File: src/rtl/ltmr_pkg.sv
package ltmr_pkg;
  // strobes handed from control to datapath each cycle
  typedef struct packed {
    logic load;      // initial count written this cycle
    logic tick;      // prescaled tick (suppressed on load)
    logic periodic;  // current mode bit of the timer entry
  } ltmr_strobe_t;
endpackage

File: src/rtl/ltmr_ctrl.sv
module ltmr_ctrl
  import ltmr_pkg::*;
#(
  parameter int SHIFT_W = 3,
  parameter int VEC_W   = 8
) (
  input  logic               clk,
  input  logic               rstN,
  input  logic               wrCount,
  input  logic               wrDiv,
  input  logic [SHIFT_W-1:0] divShift,
  input  logic               wrVec,
  input  logic               vecMask,
  input  logic               vecPeriodic,
  input  logic [VEC_W-1:0]   vecNum,
  input  logic               hit,
  input  logic               busy,
  output ltmr_strobe_t       strb,
  output logic               irqValid,
  output logic [VEC_W-1:0]   irqVector,
  output logic               armed
);
  localparam int PRE_W = (1 << SHIFT_W) - 1;

  logic [SHIFT_W-1:0] shiftQ;
  logic               maskQ;
  logic               periodicQ;
  logic [VEC_W-1:0]   vecQ;
  logic [PRE_W-1:0]   preCnt;
  logic [PRE_W:0]     span;
  logic [PRE_W-1:0]   divMask;
  logic               tickRaw;

  always_comb begin
    span    = {{PRE_W{1'b0}}, 1'b1} << shiftQ;
    divMask = span[PRE_W-1:0] - PRE_W'(1);
    tickRaw = (preCnt >= divMask);
  end

  assign strb.load     = wrCount;
  assign strb.tick     = tickRaw & ~wrCount;
  assign strb.periodic = periodicQ;
  assign armed         = busy & ~maskQ;

  always_ff @(posedge clk) begin
    if (!rstN) begin
      shiftQ    <= '0;
      maskQ     <= 1'b1;
      periodicQ <= 1'b0;
      vecQ      <= '0;
      preCnt    <= '0;
      irqValid  <= 1'b0;
      irqVector <= '0;
    end else begin
      if (wrDiv) shiftQ <= divShift;
      if (wrVec) begin
        maskQ     <= vecMask;
        periodicQ <= vecPeriodic;
        vecQ      <= vecNum;
      end
      if (wrCount || tickRaw) preCnt <= '0;
      else                    preCnt <= preCnt + PRE_W'(1);
      irqValid <= hit & ~maskQ;
      if (hit) irqVector <= vecQ;
    end
  end

  // a request never lasts more than one cycle
  p_irq_pulse_r7: assert property (@(posedge clk) disable iff (!rstN)
    irqValid |=> !irqValid);

  // no request while the mask has been held across the deciding edge
  p_mask_quiet_r6: assert property (@(posedge clk) disable iff (!rstN)
    (maskQ && $past(maskQ)) |-> !irqValid);
endmodule

File: src/rtl/ltmr_datapath.sv
module ltmr_datapath
  import ltmr_pkg::*;
#(
  parameter int CNT_W = 16
) (
  input  logic             clk,
  input  logic             rstN,
  input  ltmr_strobe_t     strb,
  input  logic [CNT_W-1:0] loadData,
  output logic             hit,
  output logic             busy,
  output logic [CNT_W-1:0] curCount
);
  logic [CNT_W-1:0] initCount;
  logic [CNT_W-1:0] phase;
  logic             runQ;

  always_comb begin
    busy     = runQ & ~(strb.periodic & (initCount == '0));
    hit      = busy & strb.tick & (phase == initCount);
    curCount = busy ? (initCount - phase) : '0;
  end

  always_ff @(posedge clk) begin
    if (!rstN) begin
      initCount <= '0;
      phase     <= '0;
      runQ      <= 1'b0;
    end else if (strb.load) begin
      initCount <= loadData;
      phase     <= '0;
      runQ      <= 1'b1;
    end else if (hit) begin
      phase <= '0;
      if (!strb.periodic) runQ <= 1'b0;
    end else if (strb.tick && busy) begin
      phase <= phase + CNT_W'(1);
    end
  end

  // the phase never passes the initial count while running
  p_phase_bound_r9: assert property (@(posedge clk) disable iff (!rstN)
    busy |-> (phase <= initCount));

  // a one-shot expiry stops the countdown
  p_oneshot_stop_r5: assert property (@(posedge clk) disable iff (!rstN)
    (hit && !strb.periodic) |=> !busy);

  // a count write shows the new value as the current count
  p_load_restart_r8: assert property (@(posedge clk) disable iff (!rstN)
    $past(strb.load) |-> (!busy || curCount == $past(loadData)));
endmodule

File: src/rtl/ltmr_timer.sv
module ltmr_timer
  import ltmr_pkg::*;
#(
  parameter int CNT_W   = 16,
  parameter int SHIFT_W = 3,
  parameter int VEC_W   = 8
) (
  input  logic               clk,
  input  logic               rstN,
  input  logic               wrCount,
  input  logic [CNT_W-1:0]   countData,
  input  logic               wrDiv,
  input  logic [SHIFT_W-1:0] divShift,
  input  logic               wrVec,
  input  logic               vecMask,
  input  logic               vecPeriodic,
  input  logic [VEC_W-1:0]   vecNum,
  output logic               irqValid,
  output logic [VEC_W-1:0]   irqVector,
  output logic [CNT_W-1:0]   curCount,
  output logic               armed
);
  ltmr_strobe_t strb;
  logic         hit;
  logic         busy;

  ltmr_ctrl #(.SHIFT_W(SHIFT_W), .VEC_W(VEC_W)) ctrl_i (
    .clk(clk), .rstN(rstN),
    .wrCount(wrCount), .wrDiv(wrDiv), .divShift(divShift),
    .wrVec(wrVec), .vecMask(vecMask), .vecPeriodic(vecPeriodic), .vecNum(vecNum),
    .hit(hit), .busy(busy), .strb(strb),
    .irqValid(irqValid), .irqVector(irqVector), .armed(armed)
  );

  ltmr_datapath #(.CNT_W(CNT_W)) dp_i (
    .clk(clk), .rstN(rstN), .strb(strb), .loadData(countData),
    .hit(hit), .busy(busy), .curCount(curCount)
  );
endmodule

File: config.mk
export PLATFORM = sky130hd
export DESIGN_NAME = ltmr_timer
export DESIGN_NICKNAME = d
export VERILOG_FILES = /design/src/rtl/ltmr_pkg.sv /design/src/rtl/ltmr_ctrl.sv /design/src/rtl/ltmr_datapath.sv /design/src/rtl/ltmr_timer.sv
export SDC_FILE = /design/constraint.sdc
export NUM_CORES = 1
export LEC_CHECK = 0
export BUFFER_PORTS_ARGS = -buffer_cell sky130_fd_sc_hd__buf_2
export CORE_MARGIN = 4
export CORE_UTILIZATION = 50
export DETAILED_ROUTE_END_ITERATION = 7
export PLACE_DENSITY = 0.71
export SLEW_MARGIN = 15
export SYNTH_ARGS = -nofsm -noshare
export SYNTH_HDL_FRONTEND = slang
export SYNTH_SLANG_ARGS = --single-unit
File: constraint.sdc
create_clock -name clk -period 4.5 [get_ports clk]
set_input_delay 0.225 -clock clk [delete_from_list [all_inputs] [get_ports clk]]
set_output_delay 0.225 -clock clk [all_outputs]
set_load 0.01 [all_outputs]
== Yosys cells after proc, flatten, opt, wreduce, memory -nomap -nowiden ==
Index checks and enable logic that the tools add are counted.
Word-level totals
  flip-flop bits (word level): 62
  input port bits: 34
  output and inout bits: 26
  word-level logic and storage cells: 40
Cells by class
  add/sub/neg operators: 4
  magnitude comparators: 1
  eq/ne operators: 2
  shift operators: 1
  muxes and demuxes: 4
  bitwise operators: 11
  reductions and logical operators: 7
Operator list (count)
  adder 16 x 1 -> 16 bit (second input constant): 1
  equality test 16 bit: 1
  logical NOT 16 bit: 1
  two-way mux 16 bit: 1
  subtractor 16 bit: 1
  adder 7 x 1 -> 7 bit (second input constant): 1
  bitwise AND 1 bit: 7
  greater-or-equal comparator 7 bit: 1
  left shift 1 x 3 -> 7 bit (first input constant): 1
  subtractor 7 x 1 -> 7 bit (second input constant): 1
  inverter 1 bit: 4
  two-way mux 1 bit: 3
  OR reduction 3 bit: 1
  != test 2 bit (second input constant): 1
  AND reduction 2 bit: 1
  nonzero test 2 bit: 1
  OR reduction 2 bit: 1
  logical AND 1 bit: 1
  logical OR 1 bit: 1

== Logic depth before layout (Yosys ltp) ==
  word-level depth: 8
  gate-level depth with buffers: 10
  gate-level depth less buffers: 10

== Modules after synthesis ==
A second synthesis with hierarchy kept.
Unflattened totals
  cell total of the unflattened synthesis: 397
  area total of the unflattened synthesis: 3545.9 um2
Modules (own cells, without submodules)
  ltmr_datapath: times used 1, cells an instance 274, area each 2259.7 um2, sequential area each 660.6 um2
  ltmr_ctrl: times used 1, cells an instance 123, area each 1286.2 um2, sequential area each 580.6 um2

== Worst setup path after synthesis ==
No wires, ideal clock.
  kind: register to output
  start point: reg dp_i.phase[4]
  end point: out curCount[15]
  arrival time: 2.153 ns
  required time: 4.275 ns
  path slack: 2.122 ns
  cell stages (with the launch flop): 10
  buffers on the path: 1
  path through: dfxtp_1 inv_1 ha_1 clkbuf_1 a211o_1 and2_1 o41ai_4 a211o_1 a21oi_1 nor3b_1
Between the ends
  cells in the longest elaborated chain, start to end: 2
RTL lines
  start: declaration: line ltmr_datapath.sv:15  | logic [CNT_W-1:0] phase;
  start signal: assignment: line ltmr_datapath.sv:37  | phase <= phase + CNT_W'(1);
  subtractor 16 bit: line ltmr_datapath.sv:21  | curCount = busy ? (initCount - phase) : '0;
  two-way mux 16 bit: line ltmr_datapath.sv:21
  end: declaration: line ltmr_timer.sv:20  | output logic [CNT_W-1:0] curCount,
Every way passes these cells.

== Worst setup path in the final report ==
Ends and elaborated chain as after synthesis.

==> flow_summary.toml <==
[status]
status = "completed"

[global_route]
antenna_found_initial = 0
grt_pass1_wl_um = 14050
grt_pass1_vias = 2982
grt_util_all_layers = 0.2028
grt-ovfl-total = 0
grt_max_degree = 49

[routing]
drc = 0
wl_per_cell_um = 14.92
drtIter0Drc = 176
routed_wl_um = 8532
dr.pass1.iters = 5
num_vias = 3165
via_per_inst = 5.533
antenna_left = 0

[sta]
fin_crit_ps = 3029
drv_slew = 0
rsz0062_at_grt = "false"
relSlewSlack = 0.5298
hold_violations = 0
clock.fmax_ghz = 0.3301
tns_ps = 0
tightestPinTransition_ps = 705.3
setup_viol = 0
fin_skew_ps = 7.501
timing.final.ws_setup_ps = 1471
fin_crit_sh = 0.6732

[final_layout]
layout-drive-gt1-share = 0.1975
nFillCells = 639
diodes = 0
layout_common_cells = "62 x dfxtp_1, 59 x buf_2, 38 x mux2i_1"
nets = 530
syn_to_final_growth_pct = 15.64
multi_input_area_um2 = 2275
seq_area_um2 = 1241
mostFrequentLayoutCell = "dfxtp_1"

[min_path]
holdCritStartpoint = "vecMask"
whs_endpoint = "ctrl_i.maskQ"
hp-class = "in2reg"
hold_depth = 3

[yosys]
syn-cell-area_um2 = 3672
async_reset_ff_frac = 0
synth_compound_area_frac = 0.1465
synthAdderAreaFrac = 0.08722
ys_warn_count = 0
muxShareOfSynthArea = 0.1036
synth.avg_cell_area_um2 = 8.849
synth_nets = 474
synth_edf_count = 0
ys_ff_latch = 62
synth_xor_area_frac = 0.05009
ys_top_cells_by_area = "dfxtp_1 34%, mux2i_1 10%, ha_1 8.2%, nor2b_1 4.8%, nor2_1 3.7%"
synth_top_area_frac = 0.3380
synth_top_family_by_area = "simple AND/OR/NAND/NOR gates"
yosys.area.top_type = "dfxtp_1"
synth.distinct_cells = 58
syn_inst = 415
synth_flop_cell = "dfxtp_1"
ys_seq_area_frac = 0.3380
yosys.area_share.simple = 0.2320

[clock_tree]
clockBufferDepth = 2
post_cts_buffers = 0
insertion_delay_ps = 350
htreeDepth = 3
cts_root_buffer = "clkbuf_8"
cts_buffers = 9
clk_pin_slew_ps = 80
cts.sinks = 62
cts_hold_buf = 0
cts_tree = "built"
cts.repair.resized = 0

[floorplan]
start_util = 0.5260
die_w_um = 93.70
core_area_um2 = 6982
std_cell_rows = 30
dieArea_um2 = 8780
ios = 60
die_h_um = 93.70

[worst_setup_path]
critPathCaptureType = "output pin"
cp_max_fo = 7
crit-reg2reg-launch = "ctrl_i.shiftQ[1]"
setup.worst_path.start_class = "flip-flop"
crit_type = "reg2out"
arrival_ps = 2800
rrSetupSlack_ps = 1820
reg2reg_depth = 8
rr_endpoint = "dp_i.phase[15]"
crit_required_ps = 4280

[placement]
dp_hpwl_um = 6256
gp_congestion = 0.8493
pre_cts_ws_ps = 1855
port_buffers = 59

[pwr]
powerDensity_nw_per_um2 = 327.5
vdd_drop_max_mv = 0.1804
p_leak_uw = 0.001776

[run]
drv_cap = 0
registers in the layout, indices dropped and copies added, names as in the netlist:
signal            cells
ctrl_i.irqValid       1
ctrl_i.irqVector      8
ctrl_i.maskQ          1
ctrl_i.periodicQ      1
ctrl_i.preCnt         7
ctrl_i.shiftQ         3
ctrl_i.vecQ           8
dp_i.initCount       16
dp_i.phase           16
dp_i.runQ             1
layout make-up:
class                           count  share of cell area
Clock buffer                        9             0.02917
Clock inverter                      7             0.02475
Inverter                           23             0.02033
Multi-Input combinational cell    316              0.5357
Sequential cell                    62              0.2923
Tap cell                           96             0.02829
Timing Repair Buffer               59             0.06953
routing by layer:
metal / routed length (um) / vias up / global-route usage
met3: 488 / 9 / 0.05208
met2: 4038 / 95 / 0.3235
met5: 0 / - / 0
li1: - / 1584 / -
met4: 102 / 0 / 0.06137
met1: 3902 / 1477 / 0.2692
power breakdown:
part / internal (uW) / switching (uW)
Sequential: 566 / 15.6
Clock: 320 / 253
Combinational: 105 / 131
Total: 991 / 399
synthesized netlist by cell type (3+ instances only):
| master | number |
|---|---|
| dfxtp_1 | 62 |
| mux2i_1 | 38 |
| nor2_1 | 36 |
| nand2_1 | 32 |
| nor2b_1 | 28 |
| a21oi_1 | 26 |
| ha_1 | 24 |
| inv_1 | 23 |
| o21ai_0 | 13 |
| xor2_1 | 12 |
| nand3_1 | 11 |
| xnor2_1 | 9 |
| clkbuf_1 | 8 |
| a21o_1 | 7 |
| nand4_1 | 6 |
| o31ai_1 | 6 |
| or3_1 | 5 |
| a31oi_1 | 4 |
| o21a_1 | 4 |
| or4_1 | 4 |
| a211o_1 | 3 |
| a21oi_2 | 3 |
| and3_1 | 3 |
| buf_2 | 3 |
| nor4_1 | 3 |
stage by stage:
| step | total power [uW] | util | instances | hold slack (ps) | instance area (um^2) |
|---|---|---|---|---|---|
| finish | 1391 | 0.6082 | 572 | 94.76 | 4247 |
| global route | 1459 | 0.6082 | 572 | 100.2 | 4247 |
| CTS | 1402 | 0.6082 | 572 | 81.86 | 4247 |
| detailed placement | 827.2 | 0.5754 | 556 | 448.9 | 4018 |
| global placement | 824.6 | 0.5754 | 556 | 436.5 | 4018 |
| floorplan | 763.7 | - | 415 | 354.0 | 3672 |
worst max-delay path, stage by stage, from the launching register on:
cell and delay (ps):
dfxtp_1 440, inv_1 70, ha_1 390, a211o_1 340
and2_1 180, o41ai_4 330, a211o_1 210, a21oi_1 70
nor3b_1 240, buf_2 180
kinds of logic after synthesis:
family                     Yosys count
AOI/OAI and AO/OA                   80
xor gates and xnor gates            21
adders and majority gates           25
buffers and inverters               37
DFF                                 62
muxes                               38
and+or+nand+nor                    152
how the worst max path moves through the flow:
| stage | end | slack, ps | start | cells after the start |
|---|---|---|---|---|
| 6_report | curCount[15] | 1470 | dp_i.phase[4] | 9 |
| 3_5_place_dp | dp_i.phase[15] | 1850 | ctrl_i.shiftQ[1] | 8 |
| 4_1_cts | curCount[13] | 1470 | dp_i.phase[4] | 9 |
| 3_3_place_gp | curCount[15] | 1850 | dp_i.phase[4] | 9 |
| 2_1_floorplan | curCount[15] | 2120 | dp_i.phase[4] | 9 |
| 5_1_grt | curCount[15] | 1240 | dp_i.phase[4] | 9 |
(Power assumes the default switching activity.)
